--- src/rtl/pic_pkg.sv ---
package pic_pkg;
  typedef enum logic {HS_IDLE = 1'b0, HS_WAIT2 = 1'b1} hs_state_e;

  localparam logic [1:0] ADDR_MASK = 2'd0;
  localparam logic [1:0] ADDR_BASE = 2'd1;
  localparam logic [1:0] ADDR_EOI  = 2'd2;

  localparam int EOI_SPECIFIC_BIT = 7;
endpackage

--- src/rtl/pic_prio.sv ---
module pic_prio #(
  parameter int N     = 8,
  parameter int IDX_W = $clog2(N)
) (
  input  logic [N-1:0]     req,
  output logic             any,
  output logic [IDX_W-1:0] idx
);
  always_comb begin
    any = 1'b0;
    idx = '0;
    for (int i = N - 1; i >= 0; i--) begin
      if (req[i]) begin
        any = 1'b1;
        idx = IDX_W'(i);
      end
    end
  end
endmodule

--- src/rtl/pic_regs.sv ---
module pic_regs
  import pic_pkg::*;
#(
  parameter int N      = 8,
  parameter int DATA_W = 8,
  parameter int IDX_W  = $clog2(N),
  parameter int BASE_W = DATA_W - IDX_W
) (
  input  logic              clk,
  input  logic              rst_n,
  input  logic              cfg_we,
  input  logic [1:0]        cfg_addr,
  input  logic [DATA_W-1:0] cfg_wdata,
  input  logic              set_en,
  input  logic [IDX_W-1:0]  set_idx,
  input  logic              isr_any,
  input  logic [IDX_W-1:0]  isr_top,
  output logic [N-1:0]      mask_q,
  output logic [BASE_W-1:0] base_q,
  output logic [N-1:0]      isr_q
);
  logic [N-1:0] clr_vec;
  logic [N-1:0] set_vec;
  logic         eoi_we;

  assign eoi_we = cfg_we && (cfg_addr == ADDR_EOI);

  always_comb begin
    clr_vec = '0;
    if (eoi_we) begin
      if (cfg_wdata[EOI_SPECIFIC_BIT])
        clr_vec[cfg_wdata[IDX_W-1:0]] = 1'b1;
      else if (isr_any)
        clr_vec[isr_top] = 1'b1;
    end
    set_vec = '0;
    if (set_en) set_vec[set_idx] = 1'b1;
  end

  always_ff @(posedge clk or negedge rst_n) begin
    if (!rst_n) begin
      mask_q <= '1;
      base_q <= '0;
      isr_q  <= '0;
    end else begin
      if (cfg_we && cfg_addr == ADDR_MASK) mask_q <= cfg_wdata[N-1:0];
      if (cfg_we && cfg_addr == ADDR_BASE) base_q <= cfg_wdata[BASE_W-1:0];
      isr_q <= (isr_q & ~clr_vec) | set_vec;
    end
  end

  // one acknowledge marks at most one line per cycle
  assert_one_isr_set_R3: assert property (@(posedge clk) disable iff (!rst_n)
    $onehot0(isr_q & ~$past(isr_q)));
endmodule

--- src/rtl/pic_hs.sv ---
module pic_hs
  import pic_pkg::*;
#(
  parameter int N      = 8,
  parameter int DATA_W = 8,
  parameter int IDX_W  = $clog2(N),
  parameter int BASE_W = DATA_W - IDX_W
) (
  input  logic              clk,
  input  logic              rst_n,
  input  logic              inta,
  input  logic              elig,
  input  logic [IDX_W-1:0]  cand_idx,
  input  logic [BASE_W-1:0] base,
  output logic              in_wait,
  output logic              set_en,
  output logic [IDX_W-1:0]  set_idx,
  output logic              vec_valid,
  output logic [DATA_W-1:0] vec_data
);
  localparam logic [IDX_W-1:0] SPUR_IDX = IDX_W'(N - 1);

  hs_state_e        state_q;
  logic [IDX_W-1:0] line_q;
  logic             ack1;

  assign in_wait = (state_q == HS_WAIT2);
  assign ack1    = inta && !in_wait;
  assign set_en  = ack1 && elig;
  assign set_idx = cand_idx;

  always_ff @(posedge clk or negedge rst_n) begin
    if (!rst_n) begin
      state_q   <= HS_IDLE;
      line_q    <= '0;
      vec_valid <= 1'b0;
      vec_data  <= '0;
    end else begin
      vec_valid <= 1'b0;
      if (ack1) begin
        state_q <= HS_WAIT2;
        line_q  <= elig ? cand_idx : SPUR_IDX;
      end else if (inta && in_wait) begin
        state_q   <= HS_IDLE;
        vec_valid <= 1'b1;
        vec_data  <= {base, line_q};
      end
    end
  end

  // the handshake waits for its second pulse without limit
  assert_wait_holds_R2: assert property (@(posedge clk) disable iff (!rst_n)
    (in_wait && !inta) |=> in_wait);
  // the vector is a single-cycle pulse
  assert_vec_single_R4: assert property (@(posedge clk) disable iff (!rst_n)
    vec_valid |=> !vec_valid);
endmodule

--- src/rtl/pic_2ack.sv ---
module pic_2ack
  import pic_pkg::*;
#(
  parameter int N_LINES = 8,
  parameter int DATA_W  = 8
) (
  input  logic              clk,
  input  logic              rst_n,
  input  logic [N_LINES-1:0] irq_req,
  input  logic              cfg_we,
  input  logic [1:0]        cfg_addr,
  input  logic [DATA_W-1:0] cfg_wdata,
  output logic              int_out,
  input  logic              inta,
  output logic              vec_valid,
  output logic [DATA_W-1:0] vec_data
);
  localparam int IDX_W  = $clog2(N_LINES);
  localparam int BASE_W = DATA_W - IDX_W;

  logic [N_LINES-1:0] mask_q, isr_q, pending;
  logic [BASE_W-1:0]  base_q;
  logic               cand_any, isr_any, elig, in_wait, set_en;
  logic [IDX_W-1:0]   cand_idx, isr_top, set_idx;

  assign pending = irq_req & ~mask_q;

  pic_prio #(.N(N_LINES), .IDX_W(IDX_W)) u_req_prio (
    .req(pending), .any(cand_any), .idx(cand_idx));

  pic_prio #(.N(N_LINES), .IDX_W(IDX_W)) u_isr_prio (
    .req(isr_q), .any(isr_any), .idx(isr_top));

  assign elig    = cand_any && (!isr_any || (cand_idx < isr_top));
  assign int_out = elig && !in_wait;

  pic_regs #(.N(N_LINES), .DATA_W(DATA_W), .IDX_W(IDX_W), .BASE_W(BASE_W)) u_regs (
    .clk(clk), .rst_n(rst_n), .cfg_we(cfg_we), .cfg_addr(cfg_addr),
    .cfg_wdata(cfg_wdata), .set_en(set_en), .set_idx(set_idx),
    .isr_any(isr_any), .isr_top(isr_top),
    .mask_q(mask_q), .base_q(base_q), .isr_q(isr_q));

  pic_hs #(.N(N_LINES), .DATA_W(DATA_W), .IDX_W(IDX_W), .BASE_W(BASE_W)) u_hs (
    .clk(clk), .rst_n(rst_n), .inta(inta), .elig(elig), .cand_idx(cand_idx),
    .base(base_q), .in_wait(in_wait), .set_en(set_en), .set_idx(set_idx),
    .vec_valid(vec_valid), .vec_data(vec_data));

  // no interrupt while the handshake is half done
  assert_int_quiet_R7: assert property (@(posedge clk) disable iff (!rst_n)
    in_wait |-> !int_out);
  // a spurious first pulse leaves the in-service set untouched
  assert_spur_no_isr_R5: assert property (@(posedge clk) disable iff (!rst_n)
    (inta && !in_wait && !elig && !cfg_we) |=> $stable(isr_q));
endmodule

--- config.mk ---
export PLATFORM = sky130hd
export DESIGN_NAME = pic_2ack
export DESIGN_NICKNAME = d
export VERILOG_FILES = /design/src/rtl/pic_pkg.sv /design/src/rtl/pic_prio.sv /design/src/rtl/pic_regs.sv /design/src/rtl/pic_hs.sv /design/src/rtl/pic_2ack.sv
export SDC_FILE = /design/constraint.sdc
export NUM_CORES = 1
export LEC_CHECK = 0
export ABC_AREA = 1
export BUFFER_PORTS_ARGS = -buffer_cell sky130_fd_sc_hd__buf_2
export CAP_MARGIN = 20
export CORE_ASPECT_RATIO = 1.75
export CORE_UTILIZATION = 30
export CTS_BUF_LIST = sky130_fd_sc_hd__clkbuf_4 sky130_fd_sc_hd__clkbuf_8 sky130_fd_sc_hd__clkbuf_16
export DETAILED_ROUTE_END_ITERATION = 16
export HOLD_SLACK_MARGIN = 0.02
export PLACE_DENSITY = 0.54
export SKIP_LAST_GASP = 1
export SYNTH_ARGS = -nofsm -noshare
export SYNTH_HDL_FRONTEND = slang
export SYNTH_SLANG_ARGS = --single-unit
export TNS_END_PERCENT = 5
--- constraint.sdc ---
create_clock -name clk -period 2.4 [get_ports clk]
set_input_delay 0.12 -clock clk [delete_from_list [all_inputs] [get_ports clk]]
set_output_delay 0.12 -clock clk [all_outputs]
set_load 0.005 [all_outputs]
==> metrics.txt <==
GRT Util Overall 0.149; Adder-Cell Fraction of Synth Area 0.0136; area fraction in compound gates after synthesis 0.120; first-pass GRT wire length 7000 um; Starting Density 0.312; IO Pins 32; register area share after synthesis 0.469; total clock buffers created by CTS 5; die height 106 um; largest area contributor in the netlist dfrtp_1; commonest non-fill, non-tap cell in the layout nand2_1; core box area 0.00588 sq mm; VDD IR max 0.000389 V; Slew Limit Fails 0; minimum clock period ~2.3 ns; ys flop type dfrtp_1; WS Path Type flop to primary output; Hold Crit Class primary input to flop; Final Power roughly 2.4 mW; mapped cell area 0.00184 sq mm; vias in the first global route 1596; clock buffer depth 2; number of enable flip-flop cells after synthesis 0; Max-Cap Viols 0; clk_skew 0.00280 ns; drt via density 4.53; ANT cells 0; end-of-flow core utilization 0.395; die area 0.00645 sq mm; Yosys cell types 23; Pleak 1.19 nW; clk slew on worst S/H paths 0.07 ns; post-synthesis register bit count 34; post-synthesis simple-gate area fraction 0.318; Net count, final 312; Routed Wire Length about 4200 um; Syn Nets 276; residual DRC count 0; clock sinks 34; row count 37; final setup fails 0; Vias 1661; most frequent cells in the layout nand2_1 (87), buf_2 (31), inv_1 (28); Area Growth Syn to Fin 26.5%; Syn Inst Count about 250; Async S/R FF share, synth 1.00; largest net degree at the start of global routing 35; yosys warns 0; H-tree depth 2; Placement Setup Slack 0.260 ns; post-route ant nets 0; worst-path fanout max 6; drt wl/cell 11.3 um; Fmax 0.438 GHz; CP Capture Type primary output; outcome finished, final reports clean; Port Buf Inserts 31; slack of the critical path 0.119 ns; post-DP HPWL 3170 um; Rel. slew slack 0.494; Synth area leaders dfrtp_1 (35%), nand2_1 (19%), dfstp_2 (11%); CTS tree yes; top cell type's share of synthesized area 0.354; worst endpoint data arrival time 2.16 ns; Iter 0 DRT Violations 58; Slew @ Worst Pin around 0.76 ns; WP data required around 2.3 ns; layout cells sized above 1 0.249; multiplexer area fraction after synthesis 0; die width 61.2 um; fin crit share 0.951; largest family of logic cells by synthesized area simple AND/OR/NAND/NOR gates; Final Hold Vio Count 0; RD Place Congestion 0.863; DR pass1 iterations 4; Cell Pwr Density a little over 1000 mW/mm^2; Worst-Skew Late Latency slightly below 0.3 ns; initial antenna violation count 0; Mean Syn Cell Area about 7.3 sq um; grt total ovfl 0; CP Launch Type flop; root buffer cell clkbuf_8; xor/xnor share of the synthesized area 0
-- synth_stat cells, types with 2 or more instances --
master    count
nor2_1       27
a21oi_1       5
nand2_1      95
a31oi_1       3
buf_6         2
dfrtp_1      26
o31ai_1       2
nand3_1       7
inv_1        28
nand2_2       3
ha_1          2
clkbuf_1      2
dfstp_2       8
o21ai_0      26
nand4_1       8
-- cell families (layout without fill, tap and decap cells) --
family,count (synthesis),after routing
simple gates,143,143
compound gates,39,39
flops,34,34
buf+inv,34,71
fa+ha+maj,2,2
-- metrics by stage --
stage	cells	TNS, ns	instance area, sq um	hold WS (ns)
floorplan	252	0	1840	-0.176
global placement	356	0	2050	0.244
detailed placement	356	0	2050	0.244
CTS	365	0	2210	0.0588
global route	367	-0.0124	2320	0.0663
finish	367	0	2320	0.0602
-- path summary, 6_finish.rpt --
kind | startpoint | end | slack (ns) | depth (start not counted)
hold reg to reg | u_hs.line_q[0]$_DFFE_PN0P_ | u_hs.vec_data[0]$_DFFE_PN0P_ | 0.47 | 2
setup reg to reg | u_regs.mask_q[3]$_DFFE_PN1P_ | u_regs.isr_q[3]$_DFF_PN0_ | 0.36 | 14
hold / removal | cfg_wdata[6] | u_regs.mask_q[6]$_DFFE_PN1P_ | 0.06 | 3
min in group asynchronous | rst_n | u_regs.base_q[3]$_DFFE_PN0P_ | 0.44 | 2
max in group asynchronous | rst_n | u_regs.isr_q[4]$_DFF_PN0_ | 1.47 | 2
setup / recovery | u_regs.mask_q[3]$_DFFE_PN1P_ | int_out | 0.12 | 14
-- routing by layer --
| metal | GRT usage | part of all wire | vias up | wire (um) |
|---|---|---|---|---|
| li1 | - | - | 869 | - |
| met3 | 0.0405 | 0.031 | 13 | 127 |
| met4 | 0.102 | 0.045 | 0 | 188 |
| met1 | 0.158 | 0.42 | 745 | 1770 |
| met5 | 0 | 0 | - | 0 |
| met2 | 0.241 | 0.50 | 34 | 2080 |
-- sequential cells by signal, summed over array words and instances (netlist names) --
name / cells
u_hs.line_q: 3
u_regs.isr_q: 8
u_hs.vec_data: 8
u_hs.vec_valid: 1
u_regs.mask_q: 8
u_hs.in_wait: 1
u_regs.base_q: 5
-- cell type report --
class | instances | area (sq um)
clock buffers | 5 | 68.8
clock inverters | 3 | 68.8
fillers | 651 | 3560
inverters | 29 | 109
multi-input cells | 184 | 938
flip-flops and latches | 34 | 861
well taps | 78 | 97.6
repair buffers | 34 | 180
-- timing repair --
item / CTS / global route
buffers inserted: 0 / 2
resized for setup: 3 / 23
setup endpoints to repair: 1 / 1
endpoints found under the hold margin: 26 / 0
pin swaps: 1 / 7
hold buffers: 1 / 0
-- critical path, stage by stage, from the launching register on --
cell	delay, ns
dfstp_2	0.53
inv_1	0.05
nand2_2	0.06
nand2_2	0.10
a31oi_4	0.19
nor2_4	0.06
ha_1	0.29
nand2_1	0.06
inv_1	0.03
nand2_1	0.07
nand2_2	0.06
nand2_4	0.09
nand2_1	0.06
nor2_1	0.10
buf_2	0.11
-- power breakdown --
part | total, mW | switching, mW | internal (mW)
Sequential | 0.868 | 0.118 | 0.749
Clock | 0.643 | 0.227 | 0.416
Combinational | 0.890 | 0.530 | 0.360
No activity file was read; power rests on OpenSTA's default activity.
